==> config.mk <==
export PLATFORM = sky130hd
export DESIGN_NAME = cfg_startup_seq
export DESIGN_NICKNAME = d
export VERILOG_FILES = /design/src/rtl/cfg_startup_pkg.sv /design/src/rtl/startup_phase_ctr.sv /design/src/rtl/startup_hold.sv /design/src/rtl/startup_event_flop.sv /design/src/rtl/cfg_startup_seq.sv
export SDC_FILE = /design/constraint.sdc
export NUM_CORES = 1
export LEC_CHECK = 0
export BUFFER_PORTS_ARGS = -buffer_cell sky130_fd_sc_hd__buf_2
export CORE_MARGIN = 2
export CORE_UTILIZATION = 45
export CTS_CLUSTER_SIZE = 14
export DETAILED_ROUTE_END_ITERATION = 6
export PLACE_DENSITY = 0.76
export SLEW_MARGIN = 20
export SYNTH_ARGS = -nofsm -noshare
export SYNTH_HDL_FRONTEND = slang
export SYNTH_SLANG_ARGS = --single-unit
==> constraint.sdc <==
create_clock -name clk -period 1.65 [get_ports clk]
set_input_delay 0.0825 -clock clk [delete_from_list [all_inputs] [get_ports clk]]
set_output_delay 0.0825 -clock clk [all_outputs]
set_load 0.02 [all_outputs]
==> src/rtl/cfg_startup_pkg.sv <==
package cfg_startup_pkg;

  // Event slots, one flop each
  typedef enum logic [1:0] {
    EV_DONE = 2'd0,
    EV_HIZ  = 2'd1,
    EV_FFH  = 2'd2,
    EV_WREN = 2'd3
  } startup_ev_e;

  localparam int NUM_EV = 4;

  // Reset value per event slot (bit index = enum value)
  localparam logic [NUM_EV-1:0] EV_RST_VAL = 4'b0110;

endpackage

==> src/rtl/startup_phase_ctr.sv <==
module startup_phase_ctr #(
  parameter int PHASE_W = 3
) (
  input  logic               clk,
  input  logic               rst,
  input  logic               start_i,
  input  logic               step_i,
  input  logic               last_ok_i,
  output logic [PHASE_W-1:0] phase_o,
  output logic               run_o,
  output logic               fin_o
);

  localparam logic [PHASE_W-1:0] LAST_PH = '1;

  logic [PHASE_W-1:0] ph_q;
  logic               run_q;
  logic               fin_q;

  always_ff @(posedge clk) begin
    if (rst) begin
      ph_q  <= '0;
      run_q <= 1'b0;
      fin_q <= 1'b0;
    end else if (!run_q && !fin_q) begin
      if (start_i) run_q <= 1'b1;
    end else if (run_q && step_i) begin
      if (ph_q == LAST_PH) begin
        if (last_ok_i) begin
          run_q <= 1'b0;
          fin_q <= 1'b1;
        end
      end else begin
        ph_q <= ph_q + 1'b1;
      end
    end
  end

  assign phase_o = ph_q;
  assign run_o   = run_q;
  assign fin_o   = fin_q;

endmodule

==> src/rtl/startup_hold.sv <==
module startup_hold #(
  parameter int PHASE_W = 3
) (
  input  logic               run_i,
  input  logic [PHASE_W-1:0] phase_i,
  input  logic               wait_en_i,
  input  logic [PHASE_W-1:0] sel_wait_i,
  input  logic               lock_i,
  input  logic               sync_i,
  input  logic               done_q_i,
  input  logic               pin_i,
  input  logic               rel_q_i,
  output logic               hold_o,
  output logic               step_o,
  output logic               sync_fire_o
);

  logic lock_wait;
  logic pin_wait;

  always_comb begin
    lock_wait   = wait_en_i && (phase_i == sel_wait_i) && !lock_i;
    pin_wait    = sync_i && done_q_i && !pin_i && !rel_q_i;
    hold_o      = run_i && (lock_wait || pin_wait);
    step_o      = run_i && !hold_o;
    sync_fire_o = step_o && sync_i && done_q_i && pin_i;
  end

endmodule

==> src/rtl/startup_event_flop.sv <==
module startup_event_flop #(
  parameter logic RST_VAL = 1'b0
) (
  input  logic clk,
  input  logic rst,
  input  logic fire_i,
  output logic q_o
);

  always_ff @(posedge clk) begin
    if (rst)         q_o <= RST_VAL;
    else if (fire_i) q_o <= ~RST_VAL;
  end

endmodule

==> src/rtl/cfg_startup_seq.sv <==
module cfg_startup_seq
  import cfg_startup_pkg::*;
#(
  parameter int PHASE_W = 3
) (
  input  logic               clk,
  input  logic               rst,
  input  logic               cfg_done_i,
  input  logic [PHASE_W-1:0] sel_done_i,
  input  logic [PHASE_W-1:0] sel_hiz_i,
  input  logic [PHASE_W-1:0] sel_ffhold_i,
  input  logic [PHASE_W-1:0] sel_wren_i,
  input  logic               sync_mode_i,
  input  logic               wait_en_i,
  input  logic [PHASE_W-1:0] sel_wait_i,
  input  logic               lock_i,
  input  logic               done_pin_i,
  output logic               done_o,
  output logic               hiz_o,
  output logic               ffhold_o,
  output logic               wr_en_o,
  output logic [PHASE_W-1:0] phase_o,
  output logic               stall_o
);

  logic               run_q;
  logic               fin_q;
  logic               hold_w;
  logic               step_w;
  logic               sync_fire_w;
  logic               last_ok_w;
  logic               stall_q;
  logic [NUM_EV-1:0]  ev_q;
  logic [NUM_EV-1:0]  fire_w;
  logic [PHASE_W-1:0] sel_arr [NUM_EV];

  assign sel_arr[EV_DONE] = sel_done_i;
  assign sel_arr[EV_HIZ]  = sel_hiz_i;
  assign sel_arr[EV_FFH]  = sel_ffhold_i;
  assign sel_arr[EV_WREN] = sel_wren_i;

  // Sequence may close only once releases are done in sync mode
  assign last_ok_w = !sync_mode_i || !ev_q[EV_HIZ] || sync_fire_w;

  startup_phase_ctr #(.PHASE_W(PHASE_W)) ctr_i (
    .clk       (clk),
    .rst       (rst),
    .start_i   (cfg_done_i),
    .step_i    (step_w),
    .last_ok_i (last_ok_w),
    .phase_o   (phase_o),
    .run_o     (run_q),
    .fin_o     (fin_q)
  );

  startup_hold #(.PHASE_W(PHASE_W)) hold_i (
    .run_i       (run_q),
    .phase_i     (phase_o),
    .wait_en_i   (wait_en_i),
    .sel_wait_i  (sel_wait_i),
    .lock_i      (lock_i),
    .sync_i      (sync_mode_i),
    .done_q_i    (ev_q[EV_DONE]),
    .pin_i       (done_pin_i),
    .rel_q_i     (!ev_q[EV_HIZ]),
    .hold_o      (hold_w),
    .step_o      (step_w),
    .sync_fire_o (sync_fire_w)
  );

  for (genvar g = 0; g < NUM_EV; g++) begin : g_ev
    if (g == int'(EV_DONE)) begin : g_plain
      assign fire_w[g] = step_w && (phase_o == sel_arr[g]);
    end else begin : g_rel
      assign fire_w[g] = sync_mode_i ? sync_fire_w
                                     : (step_w && (phase_o == sel_arr[g]));
    end
    startup_event_flop #(.RST_VAL(EV_RST_VAL[g])) flop_i (
      .clk    (clk),
      .rst    (rst),
      .fire_i (fire_w[g]),
      .q_o    (ev_q[g])
    );
  end

  always_ff @(posedge clk) begin
    if (rst) stall_q <= 1'b0;
    else     stall_q <= hold_w;
  end

  assign done_o   = ev_q[EV_DONE];
  assign hiz_o    = ev_q[EV_HIZ];
  assign ffhold_o = ev_q[EV_FFH];
  assign wr_en_o  = ev_q[EV_WREN];
  assign stall_o  = stall_q;

endmodule

Word-level counts from Yosys, hierarchy flattened
Cells that the tools add are included.

Add/sub/neg operators: 1. Equal/unequal tests: 7. Muxes and demuxes: 8. Bitwise gates (word level): 2. Reductions and logical operators: 32.

Operators with widths (number): $logic_and A1 B1 Y1 (16); $eq A3 B3 Y1 (5); $mux W1 (8); $reduce_and A4 Y1 (2); $logic_not A1 Y1 (7); $reduce_bool A2 Y1 (3); $add A3 B1 Y3 const B (1); $eq A3 B3 Y1 const B (1); $logic_or A1 B1 Y1 (3); $reduce_and A3 Y1 (1); $ne A2 B2 Y1 const B (1); $not A1 Y1 (2).

Register bits after elaboration: 10. Input bits: 22. Output and inout bits: 8. Logic and storage cells: 58.

Longest topological paths before layout
Word-level depth: 15. Depth in mapped cells: 5. Mapped depth without buffers: 4.

Cells and area by module
A second synthesis with hierarchy kept.

Cell total of the unflattened synthesis: 65. Area total of the unflattened synthesis: 638.1 sq um.

Modules (own cells, without submodules): startup_phase_ctr (times used 1, cells an instance 22, area each 242.7 sq um, seq. area each 100.1 sq um); cfg_startup_seq (times used 1, cells an instance 22, area each 195.2 sq um, seq. area each 20.0 sq um); startup_hold (times used 1, cells an instance 11, area each 77.6 sq um, seq. area each 0.0 sq um); startup_event_flop (g_ev[1].flop_i ...) (times used 2, cells an instance 3, area each 31.3 sq um, seq. area each 20.0 sq um); startup_event_flop (g_ev[0].flop_i ...) (times used 2, cells an instance 2, area each 30.0 sq um, seq. area each 20.0 sq um).

Worst setup path before layout
No wires, ideal clock.

Path kind: register to register. From: register ctr_i.ph_q[2], in the netlist ctr_i.phase_o[2]. To: register ctr_i.ph_q[0], in the netlist ctr_i.phase_o[0]. Setup time: 0.121 ns. Data arrival time: 1.509 ns. Required time: 1.529 ns. Setup slack: 0.019 ns. Cell stages (with the launch flop): 6. Buffers on the path: 1. Clock period less this slack: 1.631 ns. Cells stage by stage: dfxtp_1 buf_4 xor2_2 o41ai_4 nor3_2 mux2_4.

Word-level cells in the longest chain between the ends: 9. Elaborated cells between the ends (all ways): 11. Classes of those cells: 2 x eq/ne; 1 x bitwise; 8 x reduce/logical.

RTL lines: start, declared (line startup_phase_ctr.sv:16) `logic [PHASE_W-1:0] ph_q;`; start signal, assigned (line startup_phase_ctr.sv:34) `ph_q <= ph_q + 1'b1;`; $eq A3 B3 Y1 (line startup_hold.sv:22) `lock_wait = wait_en_i && (phase_i == sel_wait_i) && !lock_i;`; $logic_and A1 B1 Y1 (2 in a row) (line startup_hold.sv:22); $logic_or A1 B1 Y1 (line startup_hold.sv:24) `hold_o = run_i && (lock_wait || pin_wait);`; $logic_and A1 B1 Y1 (line startup_hold.sv:24); $logic_not A1 Y1 (line startup_hold.sv:25) `step_o = run_i && !hold_o;`; $logic_and A1 B1 Y1 (line startup_hold.sv:25); $logic_and A1 B1 Y1 (line startup_phase_ctr.sv:27) `end else if (run_q && step_i) begin`; $reduce_and A3 Y1 (no source line) (*).

Mark *: on every way between the ends. The rest lies on a longest branch, timed or not. A chain may end at the register's enable or synchronous reset.

Worst setup path after layout
From: register ctr_i.ph_q[0], in the netlist ctr_i.phase_o[0]. To: register ctr_i.ph_q[0], in the netlist ctr_i.phase_o[0].

Word-level cells in the longest chain between the ends: 9. Elaborated cells between the ends (all ways): 12. Classes of those cells: 1 x add/sub; 2 x eq/ne; 1 x bitwise; 8 x reduce/logical.

RTL lines (line): $eq A3 B3 Y1 (startup_hold.sv:22); $logic_and A1 B1 Y1 (2 in a row) (startup_hold.sv:22); $logic_or A1 B1 Y1 (startup_hold.sv:24); $logic_and A1 B1 Y1 (startup_hold.sv:24); $logic_not A1 Y1 (startup_hold.sv:25); $logic_and A1 B1 Y1 (startup_hold.sv:25); $logic_and A1 B1 Y1 (startup_phase_ctr.sv:27); $reduce_and A3 Y1 (no source line).

Several ways; a longest one is shown, not always the timed one.

==> run metrics <==
overall power just under 600 uW; grt met1 use 22.9%; cell accounting for the most synthesized area dfxtp_1; Compound-Gate Fraction of Synth Area 22.7%; global route overflow 0; Max Cap Violations 0; leak pwr around 0.45 nW; max-slew violation total from the final report 0; Critical Path End Type flop; Antenna Nets Post-Route 0; mux share of post-synthesis cell area approximately 2.2%; GP Congestion approximately 0.86; die area 1880 um^2; hold_buf cts 0; Synth Instances between 60 and 70; CTS max path bufs 2; setup ws final 0.104 ns; Worst-path clk slew 0.07 ns; clk sinks 10; Final Util about three fifths; Num CTS Buffers 3; syn_area_per_cell slightly above 10 um^2; Inst Count DP 114; CP Class flop to flop; peak supply drop 0.000431 V; Slew @ Worst Pin 0.378 ns; Vias per Instance roughly 5.4; Syn Nets 93; met3 Use GR 5.11%; crit path DAT 1.72 ns; Initial Utilization 47.3%; largest net degree at the start of global routing 12; final worst path period share 93.7%; Vias 630; Port Buffers 29; clock skew 0.00997 ns; top cells by area, synth dfxtp_1 29%, xor2_1 16%, o41ai_4 4.0%, xor2_4 4.0%, nand4b_1 3.8%; Nets 127; H-tree depth 1; hold_ws 0.114 ns; GR Util All Layers between 10% and 20%; Ant. Diodes 0; status completed; worst slack, placed 0.0984 ns; Max Fanout on Critical Path 4; Slew headroom 74.7%; yosys warns 0; crit path time final 1.55 ns; Synth Area in Simple Gates ~15%; Synth Area in XOR/XNOR 22.7%; layout cells sized above 1 ~44%; pwr dens 658 nW/um^2; antenna violations before repair 0; Skew-Pair Late Insertion Delay 0.27 ns; flops & latches, synth 10; io pins 30; sequential area share after synthesis about 29%; count of final hold-check violations 0; drt total wl around 1.5 mm; Placed Area a little under 900 um^2; Finished Cell Area around 890 um^2; Post-Layout Cell Count 117; CP required 1.82 ns; drt wl/cell between 10 and 15 um; Syn Std Cell Area around 700 um^2; Die W ~43 um; Syn-to-layout area delta 27.9%; CTS resizes 0; Sum Neg Setup Slack 0 ns; fmax 0.647 GHz; Netlist cell types 28; clock root cell clkbuf_4; Placeable Area around 1500 um^2; drt drc 0; clock tree from TritonCTS done; Pre-antenna DRT Iters 3; HP Class input pin to flop; top cell type's share of synthesized area 28.8%; Top Usage Layer GRT met2; largest family of logic cells by synthesized area compound AO/OA/AOI/OAI gates; met2 Use GR 29.0%; crit start category flop; # setup viols final 0; post-DP HPWL 1.21 mm; Post-CTS Setup Bufs 0; RSZ-0062 raised after global routing false; die span in y around 43 um; initial DRC count 15; area share of fa/ha/maj cells after synthesis 3.60%; Site Rows 14; first-pass GRT wire length about 2.6 mm; vias in the first global route between 600 and 700; number of fillers in the final layout 140
flip-flops by register name, summed over array words and instances, names as in the netlist:
signal           count
stall_o              1
g_ev.flop_i.q_o      4
ctr_i.fin_o          1
ctr_i.phase_o        3
ctr_i.run_o          1
area by class of cell:
| type | count | area, um^2 | share of cell area (%) |
|---|---|---|---|
| Clock buffer | 3 | 22.5 | 2.53 |
| Multi-Input combinational cell | 52 | 457 | 51.3 |
| Timing Repair Buffer | 34 | 183 | 20.5 |
| Tap cell | 16 | 20.0 | 2.25 |
| Inverter | 2 | 7.51 | 0.844 |
| Sequential cell | 10 | 200 | 22.5 |
worst max-delay path, stage by stage, from the launching register on:
cell     delay (ns)
dfxtp_1        0.38
xor2_4         0.22
o41ai_4        0.47
nor3_2         0.08
mux2_4         0.30
power breakdown:
part / internal [mW] / switching [mW]
logic: 0.0709 / 0.0814
clock network: 0.0844 / 0.0869
registers: 0.251 / 0.0112
total: 0.406 / 0.179
layout by cell type (no fill, tap or decap), types with 3 or more instances in the layout:
cell type	count
buf_2	29
xor2_1	13
dfxtp_1	10
nor2_1	5
buf_4	5
nand3_1	4
nand4b_1	3
o41ai_1	3
a21oi_1	3
clkbuf_4	3
metal layers:
layer  wire length [um]  part of all wire, %
met4                 47                  3.0
met3                 78                  5.0
met5                  0                    0
met2                745                   48
met1                675                   44
cells in the mapped netlist (all sizes together):
cell type  instances
a21o               2
a21oi              3
a311oi             1
a31oi              2
a41oi              1
buf                3
clkbuf             2
dfxtp             10
ha                 2
inv                2
mux2               1
nand2              1
nand2b             1
nand3              4
nand4b             3
nor2               5
nor2b              1
nor3               3
o31ai              2
o41a               1
o41ai              4
xor2              15
final timing paths:
kind	from	cells past startpoint	slack (ns)	end
setup / recovery	ctr_i.phase_o[0]	4	0.10	ctr_i.phase_o[0]
hold / removal	rst	2	0.11	g_ev[3].flop_i.q_o
setup reg to reg	ctr_i.phase_o[0]	4	0.10	ctr_i.phase_o[0]
hold reg to reg	g_ev[2].flop_i.q_o	1	0.46	g_ev[2].flop_i.q_o
logic make-up after synthesis:
group,Yosys count
AND/OR/NAND/NOR,18
AO/OA/AOI/OAI,16
XOR/XNOR,15
flip-flops,10
buffers and inverters,7
adder cells (fa/ha/maj),2
multiplexers,1
Note: power is estimated with default switching activity, not from simulation.
